**config.mk**
```make
export PLATFORM = sky130hd
export DESIGN_NAME = countdown_issue_queue
export DESIGN_NICKNAME = d
export VERILOG_FILES = /design/src/rtl/ciq_pkg.sv /design/src/rtl/ciq_pipe.sv /design/src/rtl/ciq_readyfile.sv /design/src/rtl/countdown_issue_queue.sv
export SDC_FILE = /design/constraint.sdc
export NUM_CORES = 1
export LEC_CHECK = 0
export BUFFER_PORTS_ARGS = -buffer_cell sky130_fd_sc_hd__buf_2
export CORE_MARGIN = 2
export CORE_UTILIZATION = 60
export CTS_BUF_LIST = sky130_fd_sc_hd__clkbuf_16
export CTS_CLUSTER_DIAMETER = 50
export DETAILED_ROUTE_END_ITERATION = 10
export PLACE_DENSITY = 0.88
export SLEW_MARGIN = 30
export SYNTH_ARGS = -nofsm -noshare
export SYNTH_HDL_FRONTEND = slang
export SYNTH_SLANG_ARGS = --single-unit
```
**constraint.sdc**
```tcl
create_clock -name clk -period 3.45 [get_ports clk]
set_clock_uncertainty 0.2 [all_clocks]
set_input_delay 0.345 -clock clk [delete_from_list [all_inputs] [get_ports clk]]
set_output_delay 0.345 -clock clk [all_outputs]
set_load 0.03 [all_outputs]
```
**src/rtl/ciq_pkg.sv**
```systemverilog
package ciq_pkg;

   localparam int unsigned CIQ_DEF_DEPTH   = 8;
   localparam int unsigned CIQ_DEF_NREG    = 16;
   localparam int unsigned CIQ_DEF_MAX_LAT = 4;

   // Width of one packed queue entry: {id, src0, src1, dst, lat}
   function automatic int unsigned ciq_ent_w(input int unsigned id_w,
                                             input int unsigned reg_w,
                                             input int unsigned lat_w);
      return id_w + 3 * reg_w + lat_w;
   endfunction

endpackage

```
**src/rtl/ciq_pipe.sv**
```systemverilog
module ciq_pipe #(
   parameter int DEPTH     = 8,
   parameter int SWB_STAGE = 3,
   parameter int ENT_W     = 19,
   parameter int CNT_W     = 3
) (
   input  logic             clk,
   input  logic             rst_n,
   input  logic             ins_valid,
   input  logic [CNT_W-1:0] ins_wait,
   input  logic [ENT_W-1:0] ins_ent,
   output logic             ins_ready,
   input  logic             rep_en,
   output logic             head_valid,
   output logic [ENT_W-1:0] head_ent,
   output logic             st_vld [DEPTH],
   output logic [ENT_W-1:0] st_ent [DEPTH]
);

   logic             vld    [DEPTH];
   logic [ENT_W-1:0] ent    [DEPTH];
   logic             base_v [DEPTH];
   logic [ENT_W-1:0] base_e [DEPTH];
   logic             nxt_v  [DEPTH];
   logic [ENT_W-1:0] nxt_e  [DEPTH];
   logic             hold;
   logic             accept;

   // Stages above the rejoin point stall when the replay takes their slot
   generate
      if (SWB_STAGE < DEPTH - 1) begin : g_hold
         assign hold = rep_en & vld[SWB_STAGE + 1];
      end else begin : g_nohold
         assign hold = 1'b0;
      end
   endgenerate

   for (genvar k = 0; k < DEPTH; k++) begin : g_stage
      if (k < SWB_STAGE) begin : g_low
         always_comb begin
            base_v[k] = vld[k + 1];
            base_e[k] = ent[k + 1];
         end
      end else if (k == SWB_STAGE) begin : g_rejoin
         if (k == DEPTH - 1) begin : g_top
            always_comb begin
               base_v[k] = rep_en;
               base_e[k] = head_ent;
            end
         end else begin : g_mid
            always_comb begin
               base_v[k] = rep_en ? 1'b1     : vld[k + 1];
               base_e[k] = rep_en ? head_ent : ent[k + 1];
            end
         end
      end else begin : g_high
         if (k == DEPTH - 1) begin : g_top
            always_comb begin
               base_v[k] = hold ? vld[k] : 1'b0;
               base_e[k] = ent[k];
            end
         end else begin : g_mid
            always_comb begin
               base_v[k] = hold ? vld[k] : vld[k + 1];
               base_e[k] = hold ? ent[k] : ent[k + 1];
            end
         end
      end
   end

   assign ins_ready = (int'(ins_wait) < DEPTH) && !base_v[ins_wait];
   assign accept    = ins_valid & ins_ready;

   always_comb begin
      for (int k = 0; k < DEPTH; k++) begin
         nxt_v[k] = base_v[k];
         nxt_e[k] = base_e[k];
         if (accept && int'(ins_wait) == k) begin
            nxt_v[k] = 1'b1;
            nxt_e[k] = ins_ent;
         end
      end
   end

   always_ff @(posedge clk) begin
      for (int k = 0; k < DEPTH; k++) begin
         if (!rst_n) begin
            vld[k] <= 1'b0;
            ent[k] <= '0;
         end else begin
            vld[k] <= nxt_v[k];
            ent[k] <= nxt_e[k];
         end
      end
   end

   assign head_valid = vld[0];
   assign head_ent   = ent[0];
   assign st_vld     = vld;
   assign st_ent     = ent;

endmodule

```
**src/rtl/ciq_readyfile.sv**
```systemverilog
module ciq_readyfile #(
   parameter int NREG    = 16,
   parameter int REG_W   = 4,
   parameter int MAX_LAT = 4,
   parameter int LAT_W   = 3
) (
   input  logic             clk,
   input  logic             rst_n,
   input  logic             clr_en,
   input  logic [REG_W-1:0] clr_idx,
   input  logic             set_en,
   input  logic [REG_W-1:0] set_idx,
   input  logic [LAT_W-1:0] set_lat,
   output logic [NREG-1:0]  ready
);

   logic [NREG-1:0]  set_bit, clr_bit, imm_mask, due_mask;
   logic [LAT_W-1:0] eff_lat;

   always_comb begin
      if (set_lat == '0)                    eff_lat = LAT_W'(1);
      else if (int'(set_lat) > MAX_LAT)     eff_lat = LAT_W'(MAX_LAT);
      else                                  eff_lat = set_lat;
      set_bit  = set_en ? (NREG'(1) << set_idx) : '0;
      clr_bit  = clr_en ? (NREG'(1) << clr_idx) : '0;
      imm_mask = (eff_lat == LAT_W'(1)) ? set_bit : '0;
   end

   generate
      if (MAX_LAT == 1) begin : g_nodelay
         assign due_mask = '0;
      end else begin : g_delay
         // slot[k] holds registers that turn ready k+1 edges from now
         logic [NREG-1:0] slot [MAX_LAT - 1];
         for (genvar k = 0; k < MAX_LAT - 1; k++) begin : g_slot
            logic [NREG-1:0] ins_here;
            assign ins_here = (eff_lat == LAT_W'(k + 2)) ? set_bit : '0;
            if (k == MAX_LAT - 2) begin : g_last
               always_ff @(posedge clk) begin
                  if (!rst_n) slot[k] <= '0;
                  else        slot[k] <= ins_here;
               end
            end else begin : g_mid
               always_ff @(posedge clk) begin
                  if (!rst_n) slot[k] <= '0;
                  else        slot[k] <= slot[k + 1] | ins_here;
               end
            end
         end
         assign due_mask = slot[0];
      end
   endgenerate

   always_ff @(posedge clk) begin
      if (!rst_n) ready <= '1;
      else        ready <= (ready | imm_mask | due_mask) & ~clr_bit;
   end

endmodule

```
**src/rtl/countdown_issue_queue.sv**
```systemverilog
module countdown_issue_queue
   import ciq_pkg::*;
#(
   parameter int DEPTH     = CIQ_DEF_DEPTH,
   parameter int SWB_STAGE = 3,
   parameter int NREG      = CIQ_DEF_NREG,
   parameter int MAX_LAT   = CIQ_DEF_MAX_LAT,
   parameter int ID_W      = 4,
   localparam int REG_W    = $clog2(NREG),
   localparam int CNT_W    = $clog2(DEPTH),
   localparam int LAT_W    = $clog2(MAX_LAT + 1)
) (
   input  logic             clk,
   input  logic             rst_n,
   input  logic             in_valid,
   output logic             in_ready,
   input  logic [CNT_W-1:0] in_wait,
   input  logic [ID_W-1:0]  in_id,
   input  logic [REG_W-1:0] in_src0,
   input  logic [REG_W-1:0] in_src1,
   input  logic [REG_W-1:0] in_dst,
   input  logic [LAT_W-1:0] in_lat,
   output logic             iss_valid,
   output logic [ID_W-1:0]  iss_id,
   output logic [REG_W-1:0] iss_dst,
   output logic             rep_valid,
   output logic [ID_W-1:0]  rep_id,
   output logic [NREG-1:0]  reg_ready
);

   localparam int ENT_W = int'(ciq_ent_w(ID_W, REG_W, LAT_W));

   if (DEPTH < 2)            begin : g_bad_depth $error("DEPTH must be at least 2"); end
   if (SWB_STAGE >= DEPTH)   begin : g_bad_swb   $error("SWB_STAGE must be below DEPTH"); end
   if (NREG < 2)             begin : g_bad_nreg  $error("NREG must be at least 2"); end
   if (MAX_LAT < 1)          begin : g_bad_lat   $error("MAX_LAT must be at least 1"); end

   logic             head_valid;
   logic [ENT_W-1:0] head_ent;
   logic             st_vld [DEPTH];
   logic [ENT_W-1:0] st_ent [DEPTH];
   logic [ID_W-1:0]  h_id;
   logic [REG_W-1:0] h_src0, h_src1, h_dst;
   logic [LAT_W-1:0] head_lat;
   logic             src_ok;

   assign {h_id, h_src0, h_src1, h_dst, head_lat} = head_ent;

   ciq_pipe #(
      .DEPTH(DEPTH), .SWB_STAGE(SWB_STAGE), .ENT_W(ENT_W), .CNT_W(CNT_W)
   ) u_pipe (
      .clk       (clk),
      .rst_n     (rst_n),
      .ins_valid (in_valid),
      .ins_wait  (in_wait),
      .ins_ent   ({in_id, in_src0, in_src1, in_dst, in_lat}),
      .ins_ready (in_ready),
      .rep_en    (rep_valid),
      .head_valid(head_valid),
      .head_ent  (head_ent),
      .st_vld    (st_vld),
      .st_ent    (st_ent)
   );

   // Late readiness check at the issue point
   assign src_ok    = reg_ready[h_src0] & reg_ready[h_src1];
   assign iss_valid = head_valid & src_ok;
   assign rep_valid = head_valid & ~src_ok;
   assign iss_id    = h_id;
   assign iss_dst   = h_dst;
   assign rep_id    = h_id;

   ciq_readyfile #(
      .NREG(NREG), .REG_W(REG_W), .MAX_LAT(MAX_LAT), .LAT_W(LAT_W)
   ) u_rdy (
      .clk    (clk),
      .rst_n  (rst_n),
      .clr_en (in_valid & in_ready),
      .clr_idx(in_dst),
      .set_en (iss_valid),
      .set_idx(h_dst),
      .set_lat(head_lat),
      .ready  (reg_ready)
   );

endmodule

```
Yosys cells after proc, flatten, opt, wreduce, memory -nomap -nowiden
Memories as Yosys holds them, arrays and structs flattened.
Index checks and enable logic that the tools add are counted.
{ "op_classes": {"reduce_logical": 11, "bitwise": 16, "shifts": 2, "eq_ne": 14, "muxes": 44, "magnitude_cmp": 4} }
{ "ops": {"columns": ["op", "count"], "rows": [
  ["$mux 19", 11],
  ["$mux 16", 9],
  ["$or 16x16->16", 4],
  ["$shl 1x4->16 const A", 2],
  ["$mux 1", 19],
  ["$and 16x16->16", 1],
  ["$not 16->16", 1],
  ["$eq 3x3->1 const B", 5],
  ["$eq 3x2->1 const B", 4],
  ["$lt 4x5->1 const B", 2],
  ["$bmux 1 s4", 2],
  ["$logic_and 1x1->1", 8],
  ["$eq 3x1->1 const B", 2],
  ["$logic_not 3->1", 2],
  ["$mux 3", 2],
  ["$ne 2x2->1 const B", 3],
  ["$and 1x1->1", 5],
  ["$ge 4x4->1 const B", 1],
  ["$not 3->4", 1],
  ["$bmux 1 s3", 1],
  ["$gt 3x3->1 const B", 1],
  ["$or 1x1->1", 3],
  ["$logic_not 1->1", 1],
  ["$not 1->1", 1]
]} }
{ "totals": {"register_bits": 176, "n_memories": 1, "wordCells": 109, "mem_bits_rw": 48, "inputBits": 25, "output_inout_bits": 31} }
{ "memory_table": {"columns": ["name", "words", "word_bits", "rd", "rd_clocked_by_memory_dff", "wr", "line_no", "rtl"], "rows": [
  ["u_rdy.g_delay.slot", 3, 16, 3, 0, 3, "ciq_readyfile.sv:34", "logic [NREG-1:0] slot [MAX_LAT - 1];"]
]} }

Longest topological paths before layout
{ "depth": {"word_depth": 15, "depth_mapped": 12, "depth_no_buf": 9} }

Cells and area by module
From an unflattened synthesis, not the netlist that was laid out.
{ "unflattened": {"hier_cells": 1044, "hier_area_um2": 9479.1} }
{ "modules_own_cells": {"columns": ["mod", "cells_each", "n_inst", "area_each_um2"], "rows": [
  ["ciq_pipe", 783, 1, 6869.1],
  ["ciq_readyfile", 240, 1, 2293.4],
  ["countdown_issue_queue", 21, 1, 316.6]
]} }

Worst setup path after synthesis
No wires, ideal clock.
{ "synth_timing": {"path_kind": "flip-flop to flip-flop", "start": "register u_rdy.ready[13]", "end": "register u_rdy.ready[0]", "t_arrival_ns": 2.573, "synth_period_minus_slack_ns": 2.851, "setup_slack_ns": 0.599, "t_required_ns": 3.172, "path_stages_with_launch": 8, "cell_sequence": "dfxtp_1 -> mux4_2 -> mux2i_1 -> mux2i_1 -> and3_1 -> nor4b_1 -> nand2_1 -> a32oi_1"} }
{ "synth_via": {"elab_cells_between_ends": 26} }
{ "synth_rtl": {"columns": ["item", "line_no", "rtl"], "rows": [
  ["start: declaration", "ciq_readyfile.sv:14", "output logic [NREG-1:0] ready"],
  ["start signal: assignment", "ciq_readyfile.sv:56", "else ready <= (ready | imm_mask | due_mask) & ~clr_bit;"],
  ["$bmux 1 s4", "countdown_issue_queue.sv:66", "assign src_ok = reg_ready[h_src0] & reg_ready[h_src1];"],
  ["$mux 1 (implied by the code)", "countdown_issue_queue.sv:66", null],
  ["$and 1x1->1 (*)", "countdown_issue_queue.sv:66", null],
  ["$and 1x1->1 (*)", "countdown_issue_queue.sv:67", "assign iss_valid = head_valid & src_ok;"],
  ["net iss_valid", "countdown_issue_queue.sv:23", "output logic iss_valid,"],
  ["$mux 16 (*)", "ciq_readyfile.sv:24", "set_bit = set_en ? (NREG'(1) << set_idx) : '0;"],
  ["$mux 16 (*)", "ciq_readyfile.sv:26", "imm_mask = (eff_lat == LAT_W'(1)) ? set_bit : '0;"],
  ["$or 16x16->16 (*) (2 in a row)", "ciq_readyfile.sv:56", null],
  ["$and 16x16->16 (*)", "ciq_readyfile.sv:56", null]
]} }
Mark *: on every way through the listed nets, which the timed path passes. The rest lies on a longest branch. The select of a mux whose other input is x is not followed.
A chain may end at the register's enable or synchronous reset.

Worst setup path in the final report
{ "layout_timing": {"start": "register u_pipe.ent, in the netlist u_pipe.head_ent[7]", "end": "output in_ready"} }
{ "layout_via": {"elab_chain_len": 11, "elab_cells_between_ends": 15} }
{ "layout_lines": {"columns": ["item", "line_no", "rtl"], "rows": [
  ["start: declaration", "ciq_pipe.sv:21", "logic [ENT_W-1:0] ent [DEPTH];"],
  ["start signal: indexed assignment", "ciq_pipe.sv:92", "ent[k] <= nxt_e[k];"],
  ["$bmux 1 s4 (*)", "countdown_issue_queue.sv:66", null],
  ["$mux 1 (implied by the code) (*)", "countdown_issue_queue.sv:66", null],
  ["$and 1x1->1 (*)", "countdown_issue_queue.sv:66", null],
  ["$not 1->1 (*)", "countdown_issue_queue.sv:68", "assign rep_valid = head_valid & ~src_ok;"],
  ["$and 1x1->1 (*)", "countdown_issue_queue.sv:68", null],
  ["$and 1x1->1", "ciq_pipe.sv:32", "assign hold = rep_en & vld[SWB_STAGE + 1];"],
  ["$mux 1, on equally long branches", "ciq_pipe.sv:59, ciq_pipe.sv:64", null],
  ["$bmux 1 s3 (*)", "ciq_pipe.sv:71", "assign ins_ready = (int'(ins_wait) < DEPTH) && !base_v[ins_wait];"],
  ["$mux 1 (implied by the code) (*) (2 in a row)", "ciq_pipe.sv:71", null],
  ["$logic_not 1->1 (*)", "ciq_pipe.sv:71", null],
  ["end: declaration", "countdown_issue_queue.sv:16", "output logic in_ready,"]
]} }
Every way passes the cells marked *; elsewhere a longest branch is shown, timed or not. The select of a mux whose other input is x is not followed.

==> results.py <==
metrics = {
    "timing": {
        "finalCriticalPeriod_ns": 3.49,
        "fmax_ghz": 0.287,
        "fin_hold_ws_ns": 0.0265,
        "fin_crit_sh": 1.01,
        "setup_violations": 1,
        "worst_pin_slew_ns": 0.910,
        "maxSlewHeadroom": 0.390,
        "setup_slack_ns": -0.0355,
        "drv_slew": 0,
        "hold_viol": 0,
        "rsz0062_at_grt": "no",
    },
    "route": {
        "drc": 0,
        "drt.antenna.violating_nets": 0,
        "vias": 8657,
        "avgViaCountPerCell": 6.40,
        "drt-pass1-iter-count": 8,
        "totalWireLength_um": 26600,
        "wl_per_cell_um": 19.6,
        "drtIter0Drc": 1265,
    },
    "clock_tree": {
        "cts_sinks": 224,
        "clk_root_buffer_cell": "clkbuf_16",
        "cts_tree": "yes",
        "worst_skew_pair.late_latency_ns": 0.53,
        "clk_pin_slew_ns": 0.06,
        "cts_buffers": 24,
        "h-tree-depth": 1,
        "clockBufferDepth": 3,
    },
    "synthesis": {
        "syn_area_per_cell_um2": 8.40,
        "async_flop_share": 0,
        "synth_cells": 1119,
        "ys.flop_type": "dfxtp_1",
        "mappedNetlistArea_um2": 9400,
        "synth_cell_types": 48,
        "synth_edf_count": 0,
        "ys_ff_latch": 224,
        "yosysWarnings": 0,
        "syn_nets": 1144,
        "ys_seq_area_frac": 0.477,
    },
    "setup_path": {
        "critPathMaxFanout": 12,
        "timing.rr.end": "u_rdy.ready[13]$_SDFF_PN1_",
        "worstPathArrival_ns": 2.94,
        "reg2reg_depth": 9,
        "critPathLaunchType": "flip-flop",
        "max_stage_delay_ns": 0.52,
        "required_ns": 2.90,
        "path_class": "flip-flop to output pin",
        "crit_chain": "mux4_2, mux2i_1, mux2i_2, and2_4, nand2b_4, clkinv_8, nand3_1, a22o_1, buf_2",
        "reg2reg_from": "u_pipe.head_ent[7]$_SDFF_PN0_",
        "cp_slowest_cell": "mux4_2",
        "reg2reg_slack_ns": 0.31,
        "end_kind": "output pin",
    },
    "power_and_ir_drop": {
        "irDropWorstVdd_mv": 0.353,
        "power_density_nw_per_um2": 523,
        "leakage_nw": 4.00,
    },
    "min_path": {
        "holdPathStages": 3,
        "hold_end": "u_pipe.head_ent[6]$_SDFF_PN0_",
        "hp-start": "in_dst[3]",
        "min_path_type": "input pin to flip-flop",
    },
    "placed_design": {
        "io_buffers": 55,
        "dpl.cell_count": 1289,
        "placed_area_um2": 9630,
        "globalplace.congestion": 0.997,
        "dp_hpwl_um": 15900,
    },
    "final_layout": {
        "layout_commonest_cell": "nand2_1",
        "drive_above_1_share": 0.130,
        "finalNonFillerCells": 1353,
        "fin_nets": 1150,
        "mostFrequentLayoutCells": "nand2_1, dfxtp_1, nor2_1",
        "nFillCells": 1066,
        "syn2layout_area_growth_pct": 13.4,
        "fin_area_um2": 10700,
        "antenna_cells": 0,
    },
    "global_route": {
        "track_usage": 0.315,
        "grt_pass1_wl_um": 41900,
        "grt_overflow": 0,
        "grt_max_degree": 84,
        "grt_pass1_vias": 8142,
        "antenna_found_initial": 0,
    },
    "floorplan": {
        "die_height_um": 129,
        "io_pins": 56,
        "fp.coreArea_um2": 15300,
        "rows": 45,
        "initial_utilization": 0.616,
        "die_area_um2": 16700,
        "die_w_um": 129,
    },
    "flow_run": {
        "cap_violations": 0,
    },
    "outcome": {
        "failed_checks": "negative setup slack",
        "outcome": "complete, but fails checks",
    },
}
==> critical path, delay by kind of cell (launching register included) <==
family	cells	cell delay, ns
multiplexers	3	0.94
AND/OR/NAND/NOR	3	0.51
flip-flops	1	0.39
buffers and inverters	2	0.31
AO/OA/AOI/OAI	1	0.27
==> cell type report <==
cell class              count  area, µm²  share of cell area
well taps                 211        264              0.0248
multi-input cells         775       4430               0.416
flip-flops and latches    224       4490               0.422
inverters                   3       23.8             0.00223
repair inverters            1       8.76            0.000822
repair buffers             96        643              0.0604
clock buffers              24        601              0.0564
clock inverters            19        189              0.0177
==> logic make-up (layout without fill, tap and decap cells) <==
kind of cell,count (synthesis),count (layout),synth area share
buffers and inverters,121,143,0.0569
DFF,224,224,0.477
AOI/OAI and AO/OA,248,248,0.191
and+or+nand+nor,489,490,0.223
muxes,37,37,0.0514
==> metal layers <==
| layer | up-vias | GRT usage | share of wire |
|---|---|---|---|
| met3 | 158 | 0.0541 | 0.096 |
| li1 | 3845 | - | - |
| met5 | - | 0 | 0 |
| met2 | 608 | 0.522 | 0.47 |
| met1 | 4046 | 0.395 | 0.38 |
| met4 | 0 | 0.168 | 0.053 |
==> synth_stat cells (all sizes together) (6+ instances only) <==
| cell type | number | area [µm²] |
|---|---|---|
| o31ai | 36 | 270 |
| nand2b | 6 | 45.0 |
| mux4 | 9 | 203 |
| buf | 36 | 210 |
| a32oi | 11 | 96.3 |
| mux2i | 28 | 280 |
| nand2 | 270 | 1010 |
| nor3 | 8 | 40.0 |
| clkbuf | 82 | 308 |
| nor2 | 88 | 330 |
| a21boi | 60 | 454 |
| o211a | 19 | 190 |
| dfxtp | 224 | 4480 |
| o21a | 35 | 263 |
| a21oi | 16 | 80.1 |
| nand3 | 81 | 405 |
| o21ai | 22 | 110 |
| a31oi | 37 | 231 |
==> worst max-delay path by stage <==
stage,to,slack (ns),depth (start not counted),from
4_1_cts,in_ready,0.03,9,u_pipe.head_ent[11]$_SDFF_PN0_
3_3_place_gp,u_rdy.ready[3]$_SDFF_PN1_,0.18,9,u_pipe.head_ent[7]$_SDFF_PN0_
6_report,in_ready,-0.04,9,u_pipe.head_ent[7]$_SDFF_PN0_
5_1_grt,in_ready,0.004,9,u_pipe.head_ent[11]$_SDFF_PN0_
2_1_floorplan,u_rdy.ready[0]$_SDFF_PN1_,0.60,7,u_rdy.ready[13]$_SDFF_PN1_
3_5_place_dp,u_rdy.ready[13]$_SDFF_PN1_,0.09,9,u_pipe.head_ent[11]$_SDFF_PN0_
==> sequential cells by signal (all words and copies together), names as in the netlist <==
signal and count:
u_pipe.head_ent 19, u_pipe.head_valid 1, u_rdy.ready 16, u_pipe.st_vld 7, u_rdy.g_delay.slot 48, u_pipe.st_ent 133
==> where the power goes <==
| group | switching (mW) | leakage (nW) | total, mW | internal (mW) |
|---|---|---|---|---|
| registers | 0.0374 | 1.81 | 2.67 | 2.63 |
| clock network | 1.06 | 0.395 | 2.56 | 1.50 |
| logic | 0.227 | 1.79 | 0.345 | 0.117 |
| total | 1.32 | 4.00 | 5.58 | 4.25 |
==> through the flow <==
stage / setup TNS (ns) / utilization / setup WS (ns) / total power [mW]
3_3_place_gp: 0 / 0.631 / 0.184 / 3.03
6_report: -0.0355 / 0.698 / -0.0355 / 5.58
4_1_cts: 0 / 0.696 / 0.0260 / 5.57
2_1_floorplan: 0 / - / 0.599 / 2.95
3_5_place_dp: 0 / 0.631 / 0.0881 / 3.04
5_1_grt: 0 / 0.698 / 0.00449 / 5.73
==> what timing repair did <==
item	in CTS	in global routing
setup endpoints to repair	2	1
endpoints found under the hold margin	58	0
buffers inserted	1	3
hold buffers	15	0
resized for setup	7	4
gates cloned	2	0
(Power assumes the default switching activity.)
